$ cat src/rtl/cmp_timer_pkg.sv
// Shared types for the comparator timer channel.
// Assumes: configuration word is four bits wide, layout fixed by tmr_cfg_t.
package cmp_timer_pkg;
    localparam int CFG_W = 4;

    // Channel configuration, bit 0 is the enable.
    typedef struct packed {
        logic setval;    // bit 3: next comparator write also loads the comparator
        logic narrow;    // bit 2: 32-bit comparison
        logic periodic;  // bit 1: periodic reload
        logic enable;    // bit 0: channel enable
    } tmr_cfg_t;
endpackage

$ cat src/rtl/cmp_timer_regs.sv
// Comparator and hidden period storage for one channel.
// Applies half writes, narrow-mode truncation and periodic reload.
// Assumes: at most one of trunc/lo/hi write per cycle; reload only when idle.
module cmp_timer_regs
    import cmp_timer_pkg::*;
#(
    parameter int CNT_W = 64
) (
    input  logic                  clk,
    input  logic                  rst_n,
    input  tmr_cfg_t              cfg_q_i,
    input  logic                  trunc_i,
    input  logic                  lo_we_i,
    input  logic                  hi_we_i,
    input  logic [CNT_W/2-1:0]    wdata_i,
    input  logic                  reload_i,
    output logic [CNT_W-1:0]      cmp_q_o,
    output logic [CNT_W-1:0]      cmp_d_o,
    output logic [CNT_W-1:0]      reload_sum_o,
    output logic                  period_zero_o
);
    localparam int HALF_W = CNT_W / 2;

    logic [CNT_W-1:0]  cmp_q, per_q, per_d;
    logic [HALF_W-1:0] wr_clip;
    logic              load_cmp;

    // Sum used for periodic reload, wrapping at the active width.
    always_comb begin
        if (cfg_q_i.narrow)
            reload_sum_o = {{HALF_W{1'b0}}, cmp_q[HALF_W-1:0] + per_q[HALF_W-1:0]};
        else
            reload_sum_o = cmp_q + per_q;
    end

    // Next comparator and period from writes, truncation and reload.
    always_comb begin
        cmp_d_o  = cmp_q;
        per_d    = per_q;
        load_cmp = !cfg_q_i.periodic || cfg_q_i.setval;
        wr_clip  = {1'b0, wdata_i[HALF_W-2:0]};
        if (trunc_i) begin
            cmp_d_o = {{HALF_W{1'b0}}, cmp_q[HALF_W-1:0]};
            per_d   = {{HALF_W{1'b0}}, per_q[HALF_W-1:0]};
        end else if (lo_we_i) begin
            if (load_cmp)
                cmp_d_o[HALF_W-1:0] = wdata_i;
            if (cfg_q_i.periodic)
                per_d[HALF_W-1:0] = cfg_q_i.narrow ? wr_clip : wdata_i;
        end else if (hi_we_i && !cfg_q_i.narrow) begin
            if (load_cmp)
                cmp_d_o[CNT_W-1:HALF_W] = wdata_i;
            if (cfg_q_i.periodic)
                per_d[CNT_W-1:HALF_W] = wr_clip;
        end else if (reload_i) begin
            cmp_d_o = reload_sum_o;
        end
    end

    // Register update; comparator resets to all ones, period to zero.
    always_ff @(posedge clk) begin
        if (!rst_n) begin
            cmp_q <= '1;
            per_q <= '0;
        end else begin
            cmp_q <= cmp_d_o;
            per_q <= per_d;
        end
    end

    assign cmp_q_o       = cmp_q;
    assign period_zero_o = (per_q == '0);
endmodule

$ cat src/rtl/cmp_timer_match.sv
// Combinational match tests: due, still-behind after reload, wrap need.
// Assumes: signed difference of the active width decides "reached".
module cmp_timer_match #(
    parameter int CNT_W = 64
) (
    input  logic [CNT_W-1:0]   cnt_i,
    input  logic [CNT_W-1:0]   cmp_i,
    input  logic [CNT_W-1:0]   reload_sum_i,
    input  logic [CNT_W/2-1:0] cmp_next_lo_i,
    input  logic               narrow_i,
    input  logic               narrow_next_i,
    input  logic               periodic_next_i,
    output logic               due_o,
    output logic               behind_o,
    output logic               wrap_need_o,
    output logic               at_wrap_o
);
    localparam int HALF_W = CNT_W / 2;

    logic [HALF_W-1:0] ahead_lo, dist_lo, room_lo;

    // True when target minus counter is zero or negative at the active width.
    function automatic logic reached(input logic [CNT_W-1:0] tgt,
                                     input logic [CNT_W-1:0] cnt,
                                     input logic             nar);
        logic [CNT_W-1:0]  full;
        logic [HALF_W-1:0] half;
        full = tgt - cnt;
        half = tgt[HALF_W-1:0] - cnt[HALF_W-1:0];
        if (nar)
            return half[HALF_W-1] || (half == '0);
        return full[CNT_W-1] || (full == '0);
    endfunction

    // Current and post-reload match state.
    always_comb begin
        due_o    = reached(cmp_i, cnt_i, narrow_i);
        behind_o = reached(reload_sum_i, cnt_i, narrow_i);
    end

    // Distance to match versus distance to the low-half wrap point.
    always_comb begin
        ahead_lo    = cmp_next_lo_i - cnt_i[HALF_W-1:0];
        dist_lo     = (ahead_lo[HALF_W-1] || ahead_lo == '0) ? HALF_W'(1) : ahead_lo;
        room_lo     = '1 - cnt_i[HALF_W-1:0];
        wrap_need_o = narrow_next_i && !periodic_next_i && (room_lo < dist_lo);
        at_wrap_o   = &cnt_i[HALF_W-1:0];
    end
endmodule

$ cat src/rtl/cmp_timer_arm.sv
// Arming state, wrap flag, catch-up flag and the registered event.
// Assumes: disarm beats arm, arm beats hold, hold beats evaluation.
module cmp_timer_arm (
    input  logic clk,
    input  logic rst_n,
    input  logic arm_req_i,
    input  logic disarm_req_i,
    input  logic hold_i,
    input  logic due_i,
    input  logic behind_i,
    input  logic at_wrap_i,
    input  logic wrap_need_i,
    input  logic periodic_i,
    input  logic period_zero_i,
    output logic armed_o,
    output logic evt_o,
    output logic reload_o
);
    logic armed_q, wrap_q, catch_q, evt_q;
    logic armed_d, wrap_d, catch_d, evt_d;

    // Next state of the arming logic.
    always_comb begin
        armed_d  = armed_q;
        wrap_d   = wrap_q;
        catch_d  = catch_q;
        evt_d    = 1'b0;
        reload_o = 1'b0;
        if (disarm_req_i) begin
            armed_d = 1'b0;
            wrap_d  = 1'b0;
            catch_d = 1'b0;
        end else if (arm_req_i) begin
            armed_d = 1'b1;
            wrap_d  = wrap_need_i;
            catch_d = 1'b0;
        end else if (!hold_i && armed_q) begin
            if (wrap_q) begin
                if (at_wrap_i) begin
                    evt_d  = 1'b1;
                    wrap_d = 1'b0;
                end
            end else if (due_i) begin
                if (periodic_i && !period_zero_i) begin
                    reload_o = 1'b1;
                    evt_d    = !catch_q;
                    catch_d  = behind_i;
                end else begin
                    evt_d   = 1'b1;
                    armed_d = 1'b0;
                end
            end else begin
                catch_d = 1'b0;
            end
        end
    end

    // State registers.
    always_ff @(posedge clk) begin
        if (!rst_n) begin
            armed_q <= 1'b0;
            wrap_q  <= 1'b0;
            catch_q <= 1'b0;
            evt_q   <= 1'b0;
        end else begin
            armed_q <= armed_d;
            wrap_q  <= wrap_d;
            catch_q <= catch_d;
            evt_q   <= evt_d;
        end
    end

    assign armed_o = armed_q;
    assign evt_o   = evt_q;
endmodule

$ cat src/rtl/cmp_timer_channel.sv
// Top of one comparator timer channel: configuration register, enable
// edge detection and the glue between storage, match and arming logic.
// Assumes: one write strobe per cycle; counter moves by at most one per clock.
module cmp_timer_channel
    import cmp_timer_pkg::*;
#(
    parameter int CNT_W = 64
) (
    input  logic             clk,
    input  logic             rst_n,
    input  logic [CNT_W-1:0] main_cnt_i,
    input  logic             main_en_i,
    input  logic             cfg_we_i,
    input  logic [CFG_W-1:0] cfg_wdata_i,
    input  logic             cmp_lo_we_i,
    input  logic             cmp_hi_we_i,
    input  logic [CNT_W/2-1:0] cmp_wdata_i,
    output logic             match_evt_o,
    output logic             armed_o,
    output logic [CNT_W-1:0] cmp_o
);
    localparam int HALF_W = CNT_W / 2;

    tmr_cfg_t         cfg_q, cfg_d, cfg_wr;
    logic             main_en_q;
    logic             cmp_wr, arm_req, disarm_req, reload;
    logic             due, behind, wrap_need, at_wrap, period_zero;
    logic [CNT_W-1:0] cmp_q, cmp_d, reload_sum;

    assign cfg_wr = tmr_cfg_t'(cfg_wdata_i);
    assign cmp_wr = cmp_lo_we_i || cmp_hi_we_i;

    // Next configuration; set-value clears on any comparator write.
    always_comb begin
        cfg_d = cfg_q;
        if (cfg_we_i)
            cfg_d = cfg_wr;
        else if (cmp_wr)
            cfg_d.setval = 1'b0;
    end

    // Configuration and main-enable history registers.
    always_ff @(posedge clk) begin
        if (!rst_n) begin
            cfg_q     <= '0;
            main_en_q <= 1'b0;
        end else begin
            cfg_q     <= cfg_d;
            main_en_q <= main_en_i;
        end
    end

    // Arm and disarm requests from enable edges and comparator writes.
    always_comb begin
        arm_req = (cfg_we_i && cfg_wr.enable && !cfg_q.enable && main_en_i)
               || (main_en_i && !main_en_q && cfg_d.enable && (cmp_q != '1))
               || (cmp_wr && main_en_i && cfg_q.enable);
        disarm_req = !main_en_i || !cfg_d.enable;
    end

    cmp_timer_regs #(.CNT_W(CNT_W)) regs_i (
        .clk          (clk),
        .rst_n        (rst_n),
        .cfg_q_i      (cfg_q),
        .trunc_i      (cfg_we_i && cfg_wr.narrow),
        .lo_we_i      (cmp_lo_we_i),
        .hi_we_i      (cmp_hi_we_i),
        .wdata_i      (cmp_wdata_i),
        .reload_i     (reload),
        .cmp_q_o      (cmp_q),
        .cmp_d_o      (cmp_d),
        .reload_sum_o (reload_sum),
        .period_zero_o(period_zero)
    );

    cmp_timer_match #(.CNT_W(CNT_W)) match_i (
        .cnt_i          (main_cnt_i),
        .cmp_i          (cmp_q),
        .reload_sum_i   (reload_sum),
        .cmp_next_lo_i  (cmp_d[HALF_W-1:0]),
        .narrow_i       (cfg_q.narrow),
        .narrow_next_i  (cfg_d.narrow),
        .periodic_next_i(cfg_d.periodic),
        .due_o          (due),
        .behind_o       (behind),
        .wrap_need_o    (wrap_need),
        .at_wrap_o      (at_wrap)
    );

    cmp_timer_arm arm_i (
        .clk          (clk),
        .rst_n        (rst_n),
        .arm_req_i    (arm_req),
        .disarm_req_i (disarm_req),
        .hold_i       (cfg_we_i || cmp_wr),
        .due_i        (due),
        .behind_i     (behind),
        .at_wrap_i    (at_wrap),
        .wrap_need_i  (wrap_need),
        .periodic_i   (cfg_q.periodic),
        .period_zero_i(period_zero),
        .armed_o      (armed_o),
        .evt_o        (match_evt_o),
        .reload_o     (reload)
    );

    assign cmp_o = cmp_q;
endmodule

$ cat config.mk
export PLATFORM = sky130hd
export DESIGN_NAME = cmp_timer_channel
export DESIGN_NICKNAME = d
export VERILOG_FILES = /design/src/rtl/cmp_timer_pkg.sv /design/src/rtl/cmp_timer_regs.sv /design/src/rtl/cmp_timer_match.sv /design/src/rtl/cmp_timer_arm.sv /design/src/rtl/cmp_timer_channel.sv
export SDC_FILE = /design/constraint.sdc
export NUM_CORES = 1
export LEC_CHECK = 0
export BUFFER_PORTS_ARGS = -buffer_cell sky130_fd_sc_hd__buf_2
export CAP_MARGIN = 20
export CELL_PAD_IN_SITES_DETAIL_PLACEMENT = 0
export CELL_PAD_IN_SITES_GLOBAL_PLACEMENT = 1
export CORE_ASPECT_RATIO = 1.5
export CORE_MARGIN = 5
export CORE_UTILIZATION = 45
export DETAILED_ROUTE_END_ITERATION = 7
export PLACE_DENSITY_LB_ADDON = 0.25
export SYNTH_ARGS = -nofsm -noshare
export SYNTH_HDL_FRONTEND = slang
export SYNTH_SLANG_ARGS = --single-unit
export TNS_END_PERCENT = 10
$ cat constraint.sdc
create_clock -name clk -period 13.3 [get_ports clk]
set_input_delay 2.66 -clock clk [delete_from_list [all_inputs] [get_ports clk]]
set_output_delay 2.66 -clock clk [all_outputs]
set_load 0.01 [all_outputs]
Word level (Yosys, flattened, before mapping)
Index checks and enable logic that the tools add are counted. W data, S select, Z words.

Register bits after elaboration: 136. Input port bits: 106. Output and inout bits: 66. Word-level logic and storage cells: 128.

Add/subtract/negate cells: 8. Order comparisons: 1. Equal/unequal tests: 6. Muxes and demuxes: 40. Bitwise logic cells: 5. Reduce and logical (&&, ||, !) cells: 55.

Operators by type and width (count): $mux W32 (8); $logic_not A64 Y1 (3); $mux W64 (3); $sub A64 B64 Y64 (2); $logic_not A32 Y1 (3); $sub A32 B32 Y32 (3); $add A64 B63 Y64 (1); $ne A64 B64 Y1 const B (1); $add A32 B32 Y32 (1); $lt A32 B32 Y1 (1); $reduce_and A32 Y1 (1); $sub A32 B32 Y32 const A (1); $mux W1 (28); $logic_and A1 B1 Y1 (14); $reduce_and A3 Y1 (4); $logic_or A1 B1 Y1 (11); $logic_not A1 Y1 (10); $ne A2 B1 Y1 const B (3); $reduce_bool A2 Y1 (3); $not A1 Y1 (5); $reduce_and A4 Y1 (1); $reduce_or A2 Y1 (2); $reduce_or A4 Y1 (1); $mux W3 (1); 4 further kinds (4).

Depth between registers and ports, before layout
Depth in word-level cells: 21. Depth in mapped cells: 50. Gate-level depth less buffers: 46.

Cells and area by module
Synthesis repeated with hierarchy kept, for this count alone.

Cells, all modules: 3296. Area total of the unflattened synthesis: 22476.6 um^2.

Modules (own cells, without submodules): cmp_timer_match (instances 1, cells an instance 1706, area an instance 11307.1 um^2, seq. area each 0.0 um^2); cmp_timer_regs (instances 1, cells an instance 1520, area an instance 10537.6 um^2, seq. area each 2542.4 um^2); cmp_timer_channel (instances 1, cells an instance 45, area an instance 366.6 um^2, seq. area each 100.1 um^2); cmp_timer_arm (instances 1, cells an instance 25, area an instance 265.3 um^2, seq. area each 80.1 um^2).

Worst setup path after synthesis
OpenSTA, ideal clock, no wires.

Kind: input-to-reg. Start point: input port main_cnt_i[0]. End point: register arm_i.wrap_q. Arrival time: 11.497 ns. Data required time: 13.242 ns. Path slack: 1.745 ns. Stages on the path: 49. Cells stage by stage: ha_1 -> fa_1 -> nand2b_1 -> a2111oi_4 -> nor2_2 -> a2111o_1 -> and2_1 -> xnor2_1 -> nor4_1 -> nand4_1 -> or4_1 -> o311a_1 -> or3_1 -> buf_2 -> a21oi_2 -> buf_4 -> buf_4 -> nor2_1 -> [... 13 more ...] -> xnor2_1 -> xnor2_1 -> buf_4 -> buf_6 -> nand2_1 -> ha_1 -> a21oi_1 -> nor2b_1 -> o21ai_0 -> nand2b_1 -> a21oi_1 -> nor2b_1 -> o21ai_0 -> nand2b_1 -> a21oi_1 -> o31ai_1 -> a2111oi_0 -> a21o_1.

Word-level cells in the longest chain between the ends: 21. Elaborated cells on any way between the ends: 29. Those cells by class: add/sub: 4; order compare: 1; mux: 16; reduce/logical: 8.

RTL lines: start: declaration (RTL line cmp_timer_channel.sv:11) `input logic [CNT_W-1:0] main_cnt_i,`; branches (longest 4 deep; another with $sub A64 B64 Y64); $mux W1 (*) (RTL line cmp_timer_match.sv:32) `return full[CNT_W-1] || (full == '0);`; $mux W1 (*) (RTL line cmp_timer_arm.sv:43) `end else if (due_i) begin`; $mux W1 (*) (RTL line cmp_timer_arm.sv:38) `if (wrap_q) begin`; $mux W1 (*) (RTL line cmp_timer_arm.sv:37) `end else if (!hold_i && armed_q) begin`; $mux W1 (*) (RTL line cmp_timer_arm.sv:33) `end else if (arm_req_i) begin`; $mux W1 (*) (RTL line cmp_timer_arm.sv:29) `if (disarm_req_i) begin`; $mux W64 (*) (RTL line cmp_timer_regs.sv:55) `end else if (reload_i) begin`; [... 3 more ...]; net cmp_d[2] (RTL line cmp_timer_channel.sv:28) `logic [CNT_W-1:0] cmp_q, cmp_d, reload_sum;`; $sub A32 B32 Y32 (*) (RTL line cmp_timer_match.sv:43) `ahead_lo = cmp_next_lo_i - cnt_i[HALF_W-1:0];`; $logic_not A32 Y1 (RTL line cmp_timer_match.sv:44) `dist_lo = (ahead_lo[HALF_W-1] || ahead_lo == '0) ? HALF_W'(1) : ahead_lo;`; $logic_or A1 B1 Y1 (RTL line cmp_timer_match.sv:44); $mux W32 (*) (RTL line cmp_timer_match.sv:44); $lt A32 B32 Y1 (*) (RTL line cmp_timer_match.sv:46) `wrap_need_o = narrow_next_i && !periodic_next_i && (room_lo < dist_lo);`; $logic_and A1 B1 Y1 (*) (RTL line cmp_timer_match.sv:46); $mux W1 (*) (RTL line cmp_timer_arm.sv:33); end signal: assignment (RTL line cmp_timer_arm.sv:67) `wrap_q <= wrap_d;`; end: declaration (RTL line cmp_timer_arm.sv:19) `logic armed_q, wrap_q, catch_q, evt_q;`.

Mark *: on every way through the listed nets, which the timed path passes. The select of a mux whose other input is x is not followed. A chain may end at the register's enable or synchronous reset.

Worst setup path in the final report
Start point: input port main_cnt_i[24]. End point: register arm_i.wrap_q.

Same word-level chain as after synthesis.

==> qor.yml <==
rsz0062_at_grt: "false"
synth_top_area_share_pct: 15.1
p_sw_share_pct: 49.4
grt_max_degree: 101
crit_path_start_kind: "input pin"
combPwrFrac_pct: 60.6
path_max_fanout: 15
synth_compound_area_share_pct: 31.1
avgViaCountPerCell: 6.66
grt-ovfl-total: 0
period_share_pct: 94.5
crit_path_max_incr_delay_ps: 610
ys_warn_count: 0
fin_setup_tns_ps: 0
h-tree-depth: 4
area.growth.synth_to_final_pct: 10.8
synth_area_per_cell_um2: 6.87
die-area_um2: 50700
seqPwrFrac_pct: 19.2
synth-simple-area-share_pct: 26.0
irDropWorstVdd_mv: 0.108
drt_pre_antenna_iters: 6
hpwl_mm: 86.7
tightestPinTransition_ps: 1090
hold_viol: 0
syn_area_um2: 20800
cts_tree: "done"
cts_root_buf: "clkbuf_16"
cts_hold_buffers: 0
slew_headroom_pct: 26.9
die_h_um: 273
min_path_type: "reg -> reg"
drive_above_1_share_pct: 10.1
fmax_mhz: 79.6
grt_pass1_vias: 24300
final_common_cell: "nand2_1"
layout_setup_ws_ps: 734
io_pins: 172
seqCellArea_um2: 2720
cp.arrival_ps: 12940
port_buffers: 171
status: "finished clean"
drt_iter0_drc: 2451
multi_input_area_um2: 17000
wl_mm: 105
grt_usage_pct: 39.9
post-cts-setup-buffers: 0
gp_congestion: 1.14
num_antenna_cells: 0
synthAdderAreaFrac_pct: 15.5
fin_crit_ps: 12570
wl_per_cell_um: 28.1
drtAntennaViolNets: 0
synth_top_family_by_area: "compound AO/OA/AOI/OAI gates"
yosysSeqAreaShare_pct: 13.1
setup_viol: 0
maxCapViolations: 0
skew_ps: 20.0
syn_inst: 3025
placementRows: 96
cts.path.max_buffers: 2
clk_latency_ps: 440
ys_ff_latch: 136
async_reset_ff_share_pct: 0
p_total_mw: 2.53
drc: 0
yosysTopAreaCell: "ha_1"
slowest_stage: "ha_1"
cts_sinks: 136
nFillCells: 4743
synthMuxAreaShare_pct: 2.49
cp.required_ps: 13670
cts_buffers: 17
synth.distinct_cells: 93
grt_pass1_wl_mm: 151
critPathKind: "in -> reg"
synth.net_count: 3386
end_kind: "flip-flop"
dp_slack_ps: 491
ys_top_cells_by_area: "ha_1 15%, dfxtp_1 13%, a21oi_1 7.5%, nand2_1 7.0%, nor2_1 5.1%"
antenna_found_initial: 2
leakagePower_nw: 9.77
nNetsFinal: 3513
clk_pin_slew_worst_paths_ps: 60
clkPwrFrac_pct: 20.2
synth-edff-count: 0
switchingPower_mw: 1.25
ys.flop_type: "dfxtp_1"
fp.dieW_um: 185
coreArea_um2: 45800
layout_common_cells: "390 x nand2_1, 312 x a21oi_1, 281 x nor2_1"
p_int_mw: 1.28
crit_top_cell: "o21ai_0"
final_max_slew_viol_count: 0
num_vias: 25000
power_density_nw_per_um2: 110
post_cts_resized: 0
start_util_pct: 45.4
synth_xor_area_share_pct: 6.58
rrSetupSlack_ps: 2180
[final timing paths]
kind	start	endpoint	cells after the start
worst max-delay path	main_cnt_i[24]	arm_i.wrap_q	47
worst min register to register	regs_i.per_q[48]	regs_i.per_q[48]	2
worst min-delay path	regs_i.per_q[48]	regs_i.per_q[48]	2
worst max register to register	regs_i.cmp_q_o[0]	arm_i.wrap_q	47
[cells by family after synthesis]
family | after synthesis
flip-flops | 136
AO/OA/AOI/OAI | 1016
XOR/XNOR | 156
other | 1
adder cells (fa/ha/maj) | 255
multiplexers | 50
buffers and inverters | 266
AND/OR/NAND/NOR | 1145
[flip-flops by register name, summed over array words and instances, names as in the netlist]
name,flops
arm_i.armed_o,1
regs_i.cmp_q_o,64
arm_i.catch_q,1
main_en_q,1
cfg_q,4
regs_i.per_q,63
arm_i.wrap_q,1
arm_i.evt_o,1
[worst max-delay path, delay by kind of cell]
kind            cells  cell delay [ps]
compound gates     18             3840
xor+xnor            2              440
fa+ha+maj           3             1160
buf+inv             5              940
mux                 1              340
simple gates       18             3570
[cell usage after synthesis, types with 9 or more instances]
master / n
xnor2_1: 98
nor2b_1: 31
o22ai_1: 12
a21o_1: 92
a41oi_1: 10
o21ai_0: 186
o21bai_1: 30
nand2b_1: 57
nand3_1: 76
a21boi_0: 49
nor2_1: 281
a2111oi_0: 11
o21a_1: 32
and2_1: 22
ha_1: 251
nor4_1: 42
o31ai_1: 19
xor2_1: 58
a221oi_1: 10
o21ai_1: 53
or3_1: 22
buf_2: 29
a211oi_1: 26
and3_1: 22
dfxtp_1: 136
nand2_1: 390
inv_1: 138
a221o_1: 13
a31oi_1: 32
mux2_2: 9
clkbuf_1: 84
a21oi_1: 312
nand4_1: 85
o211ai_1: 28
nor3_1: 63
mux2i_1: 40
[power by group through the flow]
stage | clock (mW) | sequential (mW) | combinational (mW)
6_report | 0.511 | 0.488 | 1.54
5_1_grt | 0.532 | 0.484 | 1.65
2_1_floorplan | 0 | 0.463 | 1.02
3_5_place_dp | 0 | 0.493 | 1.48
3_3_place_gp | 0 | 0.492 | 1.47
4_1_cts | 0.511 | 0.484 | 1.49
[per-stage QoR]
stage	instances	hold WS, ps	util, %	area (um2)
after floorplan	3025	453	-	20800
after global placement	3716	463	48.7	22300
after detailed placement	3716	473	48.7	22300
after CTS	3747	482	50.0	22900
after global routing	3752	497	50.3	23000
final	3752	481	50.3	23000
[layer usage]
| layer | global-route usage, % | part of all wire (%) | vias to the layer above |
|---|---|---|---|
| met2 | 67.4 | 47 | 1459 |
| li1 | - | - | 11400 |
| met3 | 6.55 | 7.4 | 537 |
| met5 | 0 | 0.0085 | - |
| met1 | 40.3 | 33 | 11600 |
| met4 | 39.4 | 13 | 2 |
[cell type report]
cell class                      count  share of cell area, %
Clock buffer                       19                   1.92
Multi-Input combinational cell   2623                   73.8
Timing Repair Buffer              235                   6.24
Clock inverter                     12                  0.712
Inverter                          139                   2.27
Sequential cell                   136                   11.8
Tap cell                          588                   3.20
Power figures use the tool's default switching activity.
